[config.mk]
export PLATFORM = sky130hd
export DESIGN_NAME = crc_core
export DESIGN_NICKNAME = d
export VERILOG_FILES = /design/src/rtl/crc_core.sv
export SDC_FILE = /design/constraint.sdc
export NUM_CORES = 1
export LEC_CHECK = 0
export BUFFER_PORTS_ARGS = -buffer_cell sky130_fd_sc_hd__buf_2
export CAP_MARGIN = 30
export CORE_MARGIN = 3
export CORE_UTILIZATION = 65
export CTS_CLUSTER_DIAMETER = 150
export CTS_CLUSTER_SIZE = 20
export DETAILED_ROUTE_END_ITERATION = 8
export PLACE_DENSITY = 0.88
export SLEW_MARGIN = 20
export SYNTH_ARGS = -nofsm -noshare
export SYNTH_HDL_FRONTEND = slang
export SYNTH_SLANG_ARGS = --single-unit
[constraint.sdc]
create_clock -name clk -period 9.7 [get_ports clk]
set_clock_uncertainty 0.1 [all_clocks]
set_input_delay 1.94 -clock clk [delete_from_list [all_inputs] [get_ports clk]]
set_output_delay 1.94 -clock clk [all_outputs]
set_load 0.05 [all_outputs]
[src/rtl/crc_core.sv]
module crc_core #(
  parameter int          CRC_W  = 32,
  parameter int          DATA_W = 8,
  parameter logic [CRC_W-1:0] POLY   = 32'h04C11DB7,
  parameter logic [CRC_W-1:0] INIT   = '1,
  parameter logic [CRC_W-1:0] XOROUT = '0,
  parameter bit          REFIN  = 1'b0,
  parameter bit          REFOUT = 1'b0,
  localparam int         CNT_W  = $clog2(DATA_W + 1)
) (
  input  logic              clk,
  input  logic              rst_n,
  input  logic              start,
  input  logic              in_valid,
  input  logic [DATA_W-1:0] in_data,
  input  logic [CNT_W-1:0]  in_nbits,
  output logic [CRC_W-1:0]  crc_raw,
  output logic [CRC_W-1:0]  crc_out
);

  function automatic logic [CRC_W-1:0] shift_bits(
    input logic [CRC_W-1:0]  s_in,
    input logic [DATA_W-1:0] d,
    input logic [CNT_W-1:0]  n
  );
    logic [CRC_W-1:0] s;
    logic b, fb;
    s = s_in;
    for (int i = 0; i < DATA_W; i++) begin
      if (i < int'(n)) begin
        b  = REFIN ? d[i] : d[DATA_W-1-i];
        fb = s[CRC_W-1] ^ b;
        s  = {s[CRC_W-2:0], 1'b0} ^ (fb ? POLY : '0);
      end
    end
    return s;
  endfunction

  function automatic logic [CRC_W-1:0] finish(input logic [CRC_W-1:0] s);
    logic [CRC_W-1:0] r;
    for (int j = 0; j < CRC_W; j++)
      r[j] = REFOUT ? s[CRC_W-1-j] : s[j];
    return r ^ XOROUT;
  endfunction

  logic [CRC_W-1:0] seed, nxt;

  assign seed = start ? INIT : crc_raw;
  assign nxt  = in_valid ? shift_bits(seed, in_data, in_nbits) : seed;

  always_ff @(posedge clk or negedge rst_n) begin
    if (!rst_n) begin
      crc_raw <= INIT;
      crc_out <= finish(INIT);
    end else if (start || in_valid) begin
      crc_raw <= nxt;
      crc_out <= finish(nxt);
    end
  end

endmodule

## Yosys cells after proc, flatten, opt, wreduce, memory -nomap -nowiden

Index checks and enable logic that the tools add are counted.

- Order comparisons: 8
- Muxes and demuxes: 18
- Bitwise logic cells: 16
- Reduce and logical (&&, ||, !) cells: 1

Operators with widths:

| cell | number |
|---|---|
| $mux W32 | 10 |
| $xor A32 B27 Y32 | 8 |
| $mux W27 | 8 |
| $lt A3 B4 Y1 const A | 4 |
| $lt A1 B4 Y1 const A | 2 |
| $lt A2 B4 Y1 const A | 2 |
| $xor A1 B1 Y1 | 8 |
| $logic_or A1 B1 Y1 | 1 |

- Output and inout bits: 64
- Input port bits: 16
- Flip-flop bits (word level): 32
- Word-level logic and storage cells: 44

## Depth between registers and ports, before layout

Gate-level depths: netlist (run 1).

- Depth in word-level cells: 34
- Gate-level depth with buffers: 15
- Mapped depth without buffers: 10

## Worst setup path before layout (run 1)

No wires, ideal clock.

- Path kind: in2reg
- Start point: in in_nbits[0]
- End point: reg crc_out[5]
- Buffers on the path: 1
- Arrival time: 4.676 ns
- Path slack: 4.847 ns
- Setup time: 0.077 ns
- Stages on the path: 11
- Required time: 9.523 ns
- Cells stage by stage: buf_2 nor4_4 mux2i_1 xor2_1 xnor2_1 xnor3_1 o211ai_1 mux2i_1 xnor2_1 or2_2 a31oi_1

- Cells in the longest elaborated chain, start to end: 21
- Elaborated cells between the ends (all ways): 38
- Classes of those cells: order compare: 8; mux: 16; bitwise: 14

Ends and longest elaborated chain:

| element | line | source |
|---|---|---|
| from (decl) | 16 | `input logic [CNT_W-1:0] in_nbits,` |
| $lt A1 B4 Y1 | 30 | `if (i < int'(n)) begin` |
| $mux W32 | 30 |  |
| $xor A1 B1 Y1 | 32 | `fb = s[CRC_W-1] ^ b;` |
| $mux W27 | 33 | `s = {s[CRC_W-2:0], 1'b0} ^ (fb ? POLY : '0);` |
| $xor A32 B27 Y32 | 33 |  |
| $mux W32 | 30 |  |
| $xor A32 B27 Y32 | 33 |  |
| $mux W32 | 30 |  |
| [... 5 more ...] | - |  |
| $mux W32 | 30 |  |
| $xor A32 B27 Y32 | 33 |  |
| $mux W32 | 30 |  |
| $xor A1 B1 Y1 | 32 |  |
| $mux W27 | 33 |  |
| $xor A32 B27 Y32 | 33 |  |
| $mux W32 * | 30 |  |
| $mux W32 * | 49 | `assign nxt = in_valid ? shift_bits(seed, in_data, in_nbits) : seed;` |
| to (signal assigned) | 54 | `crc_out <= finish(INIT);` |
| to (signal assigned) | 57 | `crc_out <= finish(nxt);` |
| to (decl) | 18 | `output logic [CRC_W-1:0] crc_out` |

Mark *: on every way between the ends. The rest lies on a longest branch, timed or not.
A chain may end at the register's enable or synchronous reset.

## Worst setup path in the final report (run 1)

- Start point: in in_nbits[1]
- End point: reg crc_out[16]

Same word-level chain as after synthesis.

==> results of run 1 <==
==> worst reg2reg max path, stage by stage (launching register included) <==
cell and delay [ns]:
dfstp_2 0.96, mux2i_1 0.27, a22oi_2 0.34, xnor2_2 0.15, buf_4 0.29, xnor2_1 0.26
mux2i_1 0.14, o21ai_0 0.67, xnor2_1 0.19, nor2_1 0.28, mux2i_1 0.12, a211oi_1 0.25
==> stage by stage <==
step           setup WS, ns  area, µm²  utilization  hold WS (ns)  power (mW)
2_1_floorplan          4.85       6760            -         0.532        1.43
4_1_cts                3.94       7010        0.704         0.485        1.90
5_1_grt                3.58       7010        0.704         0.508        2.03
3_5_place_dp           3.66       6880        0.691         0.474        1.75
6_report               3.65       7010        0.705         0.491        1.96
3_3_place_gp           3.55       6870        0.690         0.454        1.74
==> kinds of logic (layout without fill, tap and decap cells) <==
kind of cell,count (synthesis),count (layout),synth area share
compound gates,295,295,0.302
xor+xnor,126,126,0.202
buf+inv,122,113,0.0909
flops,32,32,0.124
mux,54,54,0.0836
other cells,0,2,0
simple gates,288,288,0.197
==> how the worst max path moves through the flow <==
stage,endpoint,cells past startpoint,slack [ns],startpoint
after CTS,crc_out[16]$_DFFE_PN1P_,10,3.94,in_nbits[1]
final,crc_out[16]$_DFFE_PN1P_,10,3.65,in_nbits[1]
after global routing,crc_out[16]$_DFFE_PN1P_,10,3.58,in_nbits[1]
after global placement,crc_out[12]$_DFFE_PN1P_,12,3.55,in_nbits[3]
after detailed placement,crc_out[16]$_DFFE_PN1P_,10,3.66,in_nbits[1]
after floorplan,crc_out[5]$_DFFE_PN1P_,11,4.85,in_nbits[0]
==> per-layer routing <==
metal	global-route usage	wire length, µm	up-vias
met5	0	0	-
met4	0.205	1850	0
met3	0.179	5070	192
met2	0.677	11200	819
met1	0.657	10200	3586
li1	-	-	3311
==> layout by cell type (no fill, tap or decap), drive strengths merged, types with 7 or more instances in the layout <==
cell    count
nand3      19
nor2      104
o22ai      33
nor3       24
dfstp      32
xnor3      10
a22oi       8
o21ai      51
buf        94
xnor2      85
o31a        8
mux2       10
mux2i      43
or3        12
o211ai     21
or2         7
nand2b      7
a211oi     23
o21a        7
nand2      80
inv         9
clkbuf      7
a21oi      47
nor4        7
and2        9
a31oi      25
xor2       28
==> area by class of cell <==
type	instances	area, µm²
Antenna cell	2	5.00
Clock buffer	7	96.3
Clock inverter	1	30.0
Fill cell	865	2940
Inverter	11	41.3
Multi-Input combinational cell	763	5320
Sequential cell	32	841
Tap cell	133	166
Timing Repair Buffer	94	512
==> power groups by stage <==
stage	logic (mW)	registers, mW	clock network (mW)
floorplan	1.00	0.424	0
global placement	1.38	0.356	0
detailed placement	1.39	0.357	0
CTS	1.40	0.355	0.144
global route	1.51	0.367	0.151
finish	1.44	0.371	0.146
==> flow_summary.yaml, run 1 <==
floorplanning:
  core_region_area_mm2: 0.00995
  die_h_um: 108
  fp-row-count: 36
  start_util: 0.679
  die_area_mm2: 0.0117
  dieWidth_um: 108
  io_pins: 80
yosys:
  netlist-cell-type-count: 81
  synth-seq-cells: 32
  avgSynthCellArea_um2: 7.37
  synth_cells: 917
  synth_edf_count: 0
  synth_async_sr_flop_share: 1.00
  synth_top_area_frac: 0.124
  netlist_area_mm2: 0.00676
  seq_area_frac_synth: 0.124
  synth_ff_type: "dfstp_2"
  syn-num-nets: 933
  synth_warnings: 0
  yosysTopAreaCell: "dfstp_2"
  synthTopCellsByArea: "dfstp_2, xnor2_1, mux2i_1"
  synthTopCellsByCount: "nor2_1, nand2_1, xnor2_1"
  synth_most_common_cell: "nor2_1"
grt:
  grt_max_degree: 54
  grt_pass1_wl_mm: 42.5
  overflow: 0
  grt_pass1_vias: 6927
  grt_usage: 0.480
  antenna_found_initial: 0
setup_path:
  cpMostUsedCell: "xnor2_1"
  r2r_cells: 11
  max_stage_delay_ns: 0.86
  critPathMaxFanout: 33
  end_kind: "register"
  r2r_end: "crc_out[4]$_DFFE_PN1P_"
  critPathBufInv: 1
  required_ns: 9.78
  worstPathArrival_ns: 6.13
  reg2reg_from: "crc_out[31]$_DFFE_PN1P_"
  cp-start-kind: "input pin"
  cp_cell_sequence: "buf_2 -> or3_1 -> a22oi_2 -> xnor2_1 -> xnor2_1 -> xnor2_1 -> o31ai_1 -> xor2_1 -> o22ai_1 -> a221oi_1"
  cp_top_family: "compound AO/OA/AOI/OAI gates"
  critPathKind: "in -> reg"
  rrSetupSlack_ns: 5.60
  cp_slowest_cell: "o31ai_1"
worst_hold_path:
  hold_end: "crc_out[20]$_DFFE_PN1P_"
  hold_path_startpoint: "crc_out[20]$_DFFE_PN1P_"
  hold_path.class: "reg -> reg"
  whs_path_depth: 2
timing:
  grt_setup_unrepaired: "no"
  hold_viol_final: 0
  fin_crit_sh: 0.624
  setup_tns_ns: 0
  fmax_mhz: 165
  period_minus_slack_ns: 6.05
  final_max_slew_viol_count: 0
  worstMarginPinSlew_ns: 1.06
  max_slew_margin: 0.290
  setup-violations-final: 0
final_layout:
  reg.largest.list: "crc_out (32)"
  largest_reg_flops: 32
  stdcell_count: 1043
  finalNetCount: 923
  drive_gt1_frac: 0.198
  area_growth_pct: 3.74
  regMostFlops: "crc_out"
place:
  gp_congestion: 1.06
  dp_hpwl_mm: 20.2
  placedCellCount: 1033
  portBuffers: 79
detailed_routing:
  vias: 7908
  drtIter0Drc: 1551
  antenna_left: 0
  avgViaCountPerCell: 7.58
  drc_errors: 0
  drt-pass1-iter-count: 6
  drt-total-wl_mm: 28.3
  wire_per_inst_um: 27.1
power:
  leakage_nw: 2.70
  p_sw_frac: 0.599
  p_clk_frac: 0.074
  power.net_switching_mw: 1.17
  p_per_area_mw_per_mm2: 280
  p_seq_frac: 0.189
  peakVddDrop_v: 0.000212
  p_int_mw: 0.787
  power_frac_comb: 0.736
clock_network:
  root_buffer: "clkbuf_8"
  cts.htree.levels: 2
  clk_pin_slew_worst_paths_ns: 0.08
  ctsResizeCount: 0
  cts_tree: "yes"
  cts-buffers-inserted: 5
  clock_path_buffers: 2
  cts_hold_buf: 0
  cts_sinks: 32
  cts_setup_buffers: 0
  clk_latency_ns: 0.29
outcome:
  status: "complete, no violations"
flow_run:
  drv_cap: 0
Power figures use the tool's default switching activity.
==> run 2: changes to the inputs <==
CORE_UTILIZATION = 61   (was 65)
PLACE_DENSITY = 0.83   (was 0.88)
clock period = 6 ns   (was 9.7 ns; I/O delays follow)
==> run 2 against run 1 <==
Compared with the run above:
- global-route usage shrank 2.9 points
- non-clock buffer count grew 10
- via count shrank 0.78%
- first-iteration DRC count shrank 4.3%
- highest routed layer unchanged
==> flow_summary.yaml, run 2 (synthesized netlist as in run 1, its figures left out) <==
grt:
  grt_max_degree: 42
  overflow: 0
  grt_usage: 0.452
  grt_pass1_vias: 7195
  antenna_found_initial: 0
  grt_pass1_wl_mm: 43.7
final_layout:
  reg.largest.list: "crc_out (32)"
  largest_reg_flops: 32
  drive_gt1_frac: 0.208
  finalNetCount: 933
  layout_commonest_cell: "nor2_1"
  final_cell_mix: "nor2_1, nand2_1, xnor2_1, buf_2, o21ai_0"
  area_growth_pct: 4.70
  regMostFlops: "crc_out"
  diodes: 0
clock_network:
  cts-buffers-inserted: 5
  root_buffer: "clkbuf_8"
  cts_hold_buf: 0
  clk_latency_ns: 0.29
  cts_sinks: 32
  clk_pin_slew_worst_paths_ns: 0.07
  cts_tree: "yes"
  cts.htree.levels: 2
  clock_path_buffers: 2
  cts_setup_buffers: 0
  ctsResizeCount: 0
detailed_routing:
  met1_length_mm: 10.4
  drt-total-wl_mm: 29.1
  drc_errors: 0
  wire_per_inst_um: 27.6
  route.met2.wl_mm: 12.0
  wl_met3_mm: 4.88
  avgViaCountPerCell: 7.44
  highest_layer: "met4"
  antenna_left: 0
  drtIter0Drc: 1485
  vias: 7846
  drt-pass1-iter-count: 7
timing:
  whs_ns: 0.464
  fmax_mhz: 205
  hold_viol_final: 0
  setup-violations-final: 0
  worstMarginPinSlew_ns: 1.01
  fin_crit_sh: 0.813
  period_minus_slack_ns: 4.88
  setup_tns_ns: 0
  final_max_slew_viol_count: 0
  grt_setup_unrepaired: "no"
  max_slew_margin: 0.327
floorplanning:
  start_util: 0.641
  fp-row-count: 37
  io_pins: 80
  core_region_area_mm2: 0.0106
  die_h_um: 111
  dieWidth_um: 111
  die_area_mm2: 0.0124
setup_path:
  critPathMaxFanout: 41
  cp_cell_sequence: "buf_2 -> buf_4 -> nor3_1 -> or3_1 -> o221ai_1 -> mux2i_1 -> xnor2_1 -> a22o_1 -> o22ai_1 -> nor2_1 -> a21oi_1 -> o22ai_1"
  rrSetupSlack_ns: 1.85
  cpMostUsedCell: "o22ai_1"
  cp-start-kind: "input pin"
  cp_top_family: "compound AO/OA/AOI/OAI gates"
  required_ns: 6.10
  end_kind: "register"
  worstPathArrival_ns: 4.98
  critPathKind: "in -> reg"
  max_stage_delay_ns: 0.64
  critPathBufInv: 2
  cp_slowest_cell: "buf_2"
place:
  dp_hpwl_mm: 21.5
  portBuffers: 79
  gp_congestion: 1.08
flow_run:
  drv_cap: 0
power:
  leakage_nw: 2.74
  peakVddDrop_v: 0.000409
  p_per_area_mw_per_mm2: 450
outcome:
  status: "complete, no violations"
worst_hold_path:
  hold_path.class: "reg -> reg"
## run 2: cell count changes in the layout (fill, tap and decap cells not counted), sizes merged
cell   before  now
buf        94  104
diode       2    0
## run 2: path summary, 6_finish.rpt
check | cells after the start | to | from
worst max-delay path | 12 | crc_out[25]$_DFFE_PN1P_ | start
worst min-delay path | 2 | crc_out[25]$_DFFE_PN1P_ | crc_out[25]$_DFFE_PN1P_
worst max register to register | 11 | crc_out[5]$_DFFE_PN1P_ | crc_out[31]$_DFFE_PN1P_
worst min register to register | 2 | crc_out[25]$_DFFE_PN1P_ | crc_out[25]$_DFFE_PN1P_
max in group asynchronous | 1 | crc_out[10]$_DFFE_PN1P_ | rst_n
min in group asynchronous | 1 | crc_out[18]$_DFFE_PN1P_ | rst_n
## run 2: final cells by class
| type | instances | area (µm²) |
|---|---|---|
| clock buffer | 7 | 96.3 |
| clock inverter | 1 | 30.0 |
| inverter | 11 | 41.3 |
| multi-input combinational | 763 | 5320 |
| sequential | 32 | 841 |
| timing repair buffer | 104 | 583 |
| fill | 935 | 3480 |
| tap | 136 | 170 |
## run 2: stage by stage
stage / instance area [µm²] / std cells / power, mW / util / setup slack, ns
finish: 7080 / 1054 / 3.19 / 0.671 / 1.12
detailed placement: 6950 / 1046 / 2.85 / 0.659 / 1.01
global placement: 6950 / 1046 / 2.84 / 0.658 / 1.03
CTS: 7080 / 1054 / 3.09 / 0.671 / 1.28
floorplan: 6760 / 917 / 2.31 / - / 1.89
global route: 7080 / 1054 / 3.30 / 0.671 / 1.02
## run 2: worst min-delay path, delay by kind of cell (launching register included)
kind	cells	cell delay, ns
compound gates	1	0.08
flops	1	0.40
simple gates	1	0.08
## run 2: power breakdown
part           internal [mW]  switching (mW)
clock network          0.147          0.0909
logic                  0.792            1.55
registers              0.343           0.266
total                   1.28            1.91
## run 2: per-layer routing
metal,global-route usage,up-vias
li1,-,3329
met1,0.603,3553
met2,0.662,793
met3,0.147,171
met4,0.203,0
met5,0,-
==> run 3: changes to the inputs <==
clock period = 4.7 ns   (was 6 ns; I/O delays follow)
==> run 3 against run 2 <==
Compared with the run above:
- global-route usage is 0.21 points lower
- non-clock buffer count up 31
- combinational power grew 31%
- sequential power grew 22%
- final area up 3.3%
- via count increased by 0.34%
- routed wire length is 1.5% lower
- core utilization increased by 2.2 points
- die area did not move
- largest power group unchanged
- highest routed layer unchanged
==> flow_summary.yaml, run 3 (synthesized netlist as in run 1, its figures left out) <==
outcome:
  status: "complete, no violations"
power:
  power.net_switching_mw: 2.42
  leakage_nw: 2.89
  peakVddDrop_v: 0.000439
  p_per_area_mw_per_mm2: 558
  power_frac_comb: 0.750
  p_sw_frac: 0.593
  p_clk_frac: 0.068
  p_int_mw: 1.66
  p_seq_frac: 0.182
timing:
  setup-violations-final: 0
  max_slew_margin: 0.385
  grt_setup_unrepaired: "no"
  final_max_slew_viol_count: 0
  fmax_mhz: 232
  period_minus_slack_ns: 4.31
  hold_viol_final: 0
  worstMarginPinSlew_ns: 0.919
  setup_tns_ns: 0
  fin_crit_sh: 0.917
place:
  dp_hpwl_mm: 21.3
  portBuffers: 79
  gp_congestion: 1.08
  placed_area_mm2: 0.00720
floorplanning:
  die_area_mm2: 0.0124
  fp-row-count: 37
  start_util: 0.641
  core_region_area_mm2: 0.0106
  io_pins: 80
  dieWidth_um: 111
  die_h_um: 111
final_layout:
  final_cell_mix: "nor2_1, nand2_1, xnor2_1, buf_2, buf_4"
  fin_area_mm2: 0.00731
  finalNetCount: 964
  drive_gt1_frac: 0.233
  area_growth_pct: 8.14
  layout_commonest_cell: "nor2_1"
  regMostFlops: "crc_out"
  post-route-util: 0.693
  reg.largest.list: "crc_out (32)"
  largest_reg_flops: 32
grt:
  grt_usage: 0.449
  overflow: 0
  grt_pass1_wl_mm: 43.5
  grt_pass1_vias: 7075
  antenna_found_initial: 0
  grt_max_degree: 40
detailed_routing:
  avgViaCountPerCell: 7.24
  drt-pass1-iter-count: 6
  antenna_left: 0
  vias: 7873
  drt-total-wl_mm: 28.7
  wire_per_inst_um: 26.4
  drtIter0Drc: 1289
  drc_errors: 0
clock_network:
  cts.htree.levels: 2
  cts_setup_buffers: 0
  clk_pin_slew_worst_paths_ns: 0.07
  clk_latency_ns: 0.30
  root_buffer: "clkbuf_8"
  cts_sinks: 32
  cts-buffers-inserted: 5
  clock_path_buffers: 2
  cts_hold_buf: 0
  cts_tree: "yes"
  ctsResizeCount: 0
setup_path:
  required_ns: 4.83
  critPathKind: "in -> reg"
  end_kind: "register"
  worstPathArrival_ns: 4.44
  critPathMaxFanout: 15
  cp-start-kind: "input pin"
worst_hold_path:
  hold_path.class: "reg -> reg"
flow_run:
  drv_cap: 0
[run 3: cell types whose count changed in the layout (fill, tap and decap cells not counted), sizes merged]
cell      delta
buf         +31
clkbuf       -2
clkinv       +1
diode        +2
clkinvlp     +1
[run 3: final timing paths]
| check | start | slack [ns] | to | depth (start not counted) |
|---|---|---|---|---|
| hold / removal | crc_out[20]$_DFFE_PN1P_ | 0.48 | crc_out[20]$_DFFE_PN1P_ | 2 |
| max in group asynchronous | rst_n | 3.47 | crc_out[3]$_DFFE_PN1P_ | 1 |
| setup reg to reg | crc_out[31]$_DFFE_PN1P_ | 0.69 | crc_out[23]$_DFFE_PN1P_ | 11 |
| min in group asynchronous | rst_n | 0.99 | crc_out[0]$_DFFE_PN1P_ | 1 |
| hold reg to reg | crc_out[20]$_DFFE_PN1P_ | 0.48 | crc_out[20]$_DFFE_PN1P_ | 2 |
| setup / recovery | in_nbits[0] | 0.39 | crc_out[23]$_DFFE_PN1P_ | 10 |
[run 3: routing by layer]
metal / vias up / track usage / routed length [µm] / share of wire
met5: - / 0 / 0 / 0
met1: 3590 / 0.597 / 10800 / 0.38
met3: 159 / 0.187 / 4710 / 0.16
met2: 734 / 0.633 / 11400 / 0.40
li1: 3390 / - / - / -
met4: 0 / 0.204 / 1790 / 0.062
[run 3: stage by stage]
step,setup slack [ns],instances,hold WS (ns),power (mW)
3_3_place_gp,0.320,1077,0.471,3.66
2_1_floorplan,0.847,917,0.532,2.95
3_5_place_dp,0.259,1077,0.449,3.68
6_report,0.389,1087,0.477,4.08
4_1_cts,0.575,1085,0.467,3.96
5_1_grt,0.254,1085,0.508,4.24
[run 3: area by class of cell]
type | instances | area [µm²]
Multi-Input combinational cell | 763 | 5320
Fill cell | 950 | 3240
Sequential cell | 32 | 841
Timing Repair Buffer | 135 | 828
Tap cell | 136 | 170
Clock buffer | 5 | 68.8
Clock inverter | 3 | 42.5
Inverter | 11 | 41.3
Antenna cell | 2 | 5.00
[run 3: critical path, stage by stage]
cell,delay [ns]
buf_2,0.22
or4_1,0.84
a211oi_2,0.35
mux2i_1,0.50
and2_1,0.23
mux2i_1,0.12
xnor2_2,0.49
nand2_1,0.28
mux2_2,0.33
o221a_2,0.12
[run 3: power groups by stage]
stage          logic (mW)  registers, mW  clock network, mW
2_1_floorplan        2.07          0.876                  0
3_5_place_dp         2.96          0.716                  0
3_3_place_gp         2.95          0.716                  0
4_1_cts              2.98          0.711              0.277
5_1_grt              3.21          0.741              0.289
6_report             3.06          0.744              0.278
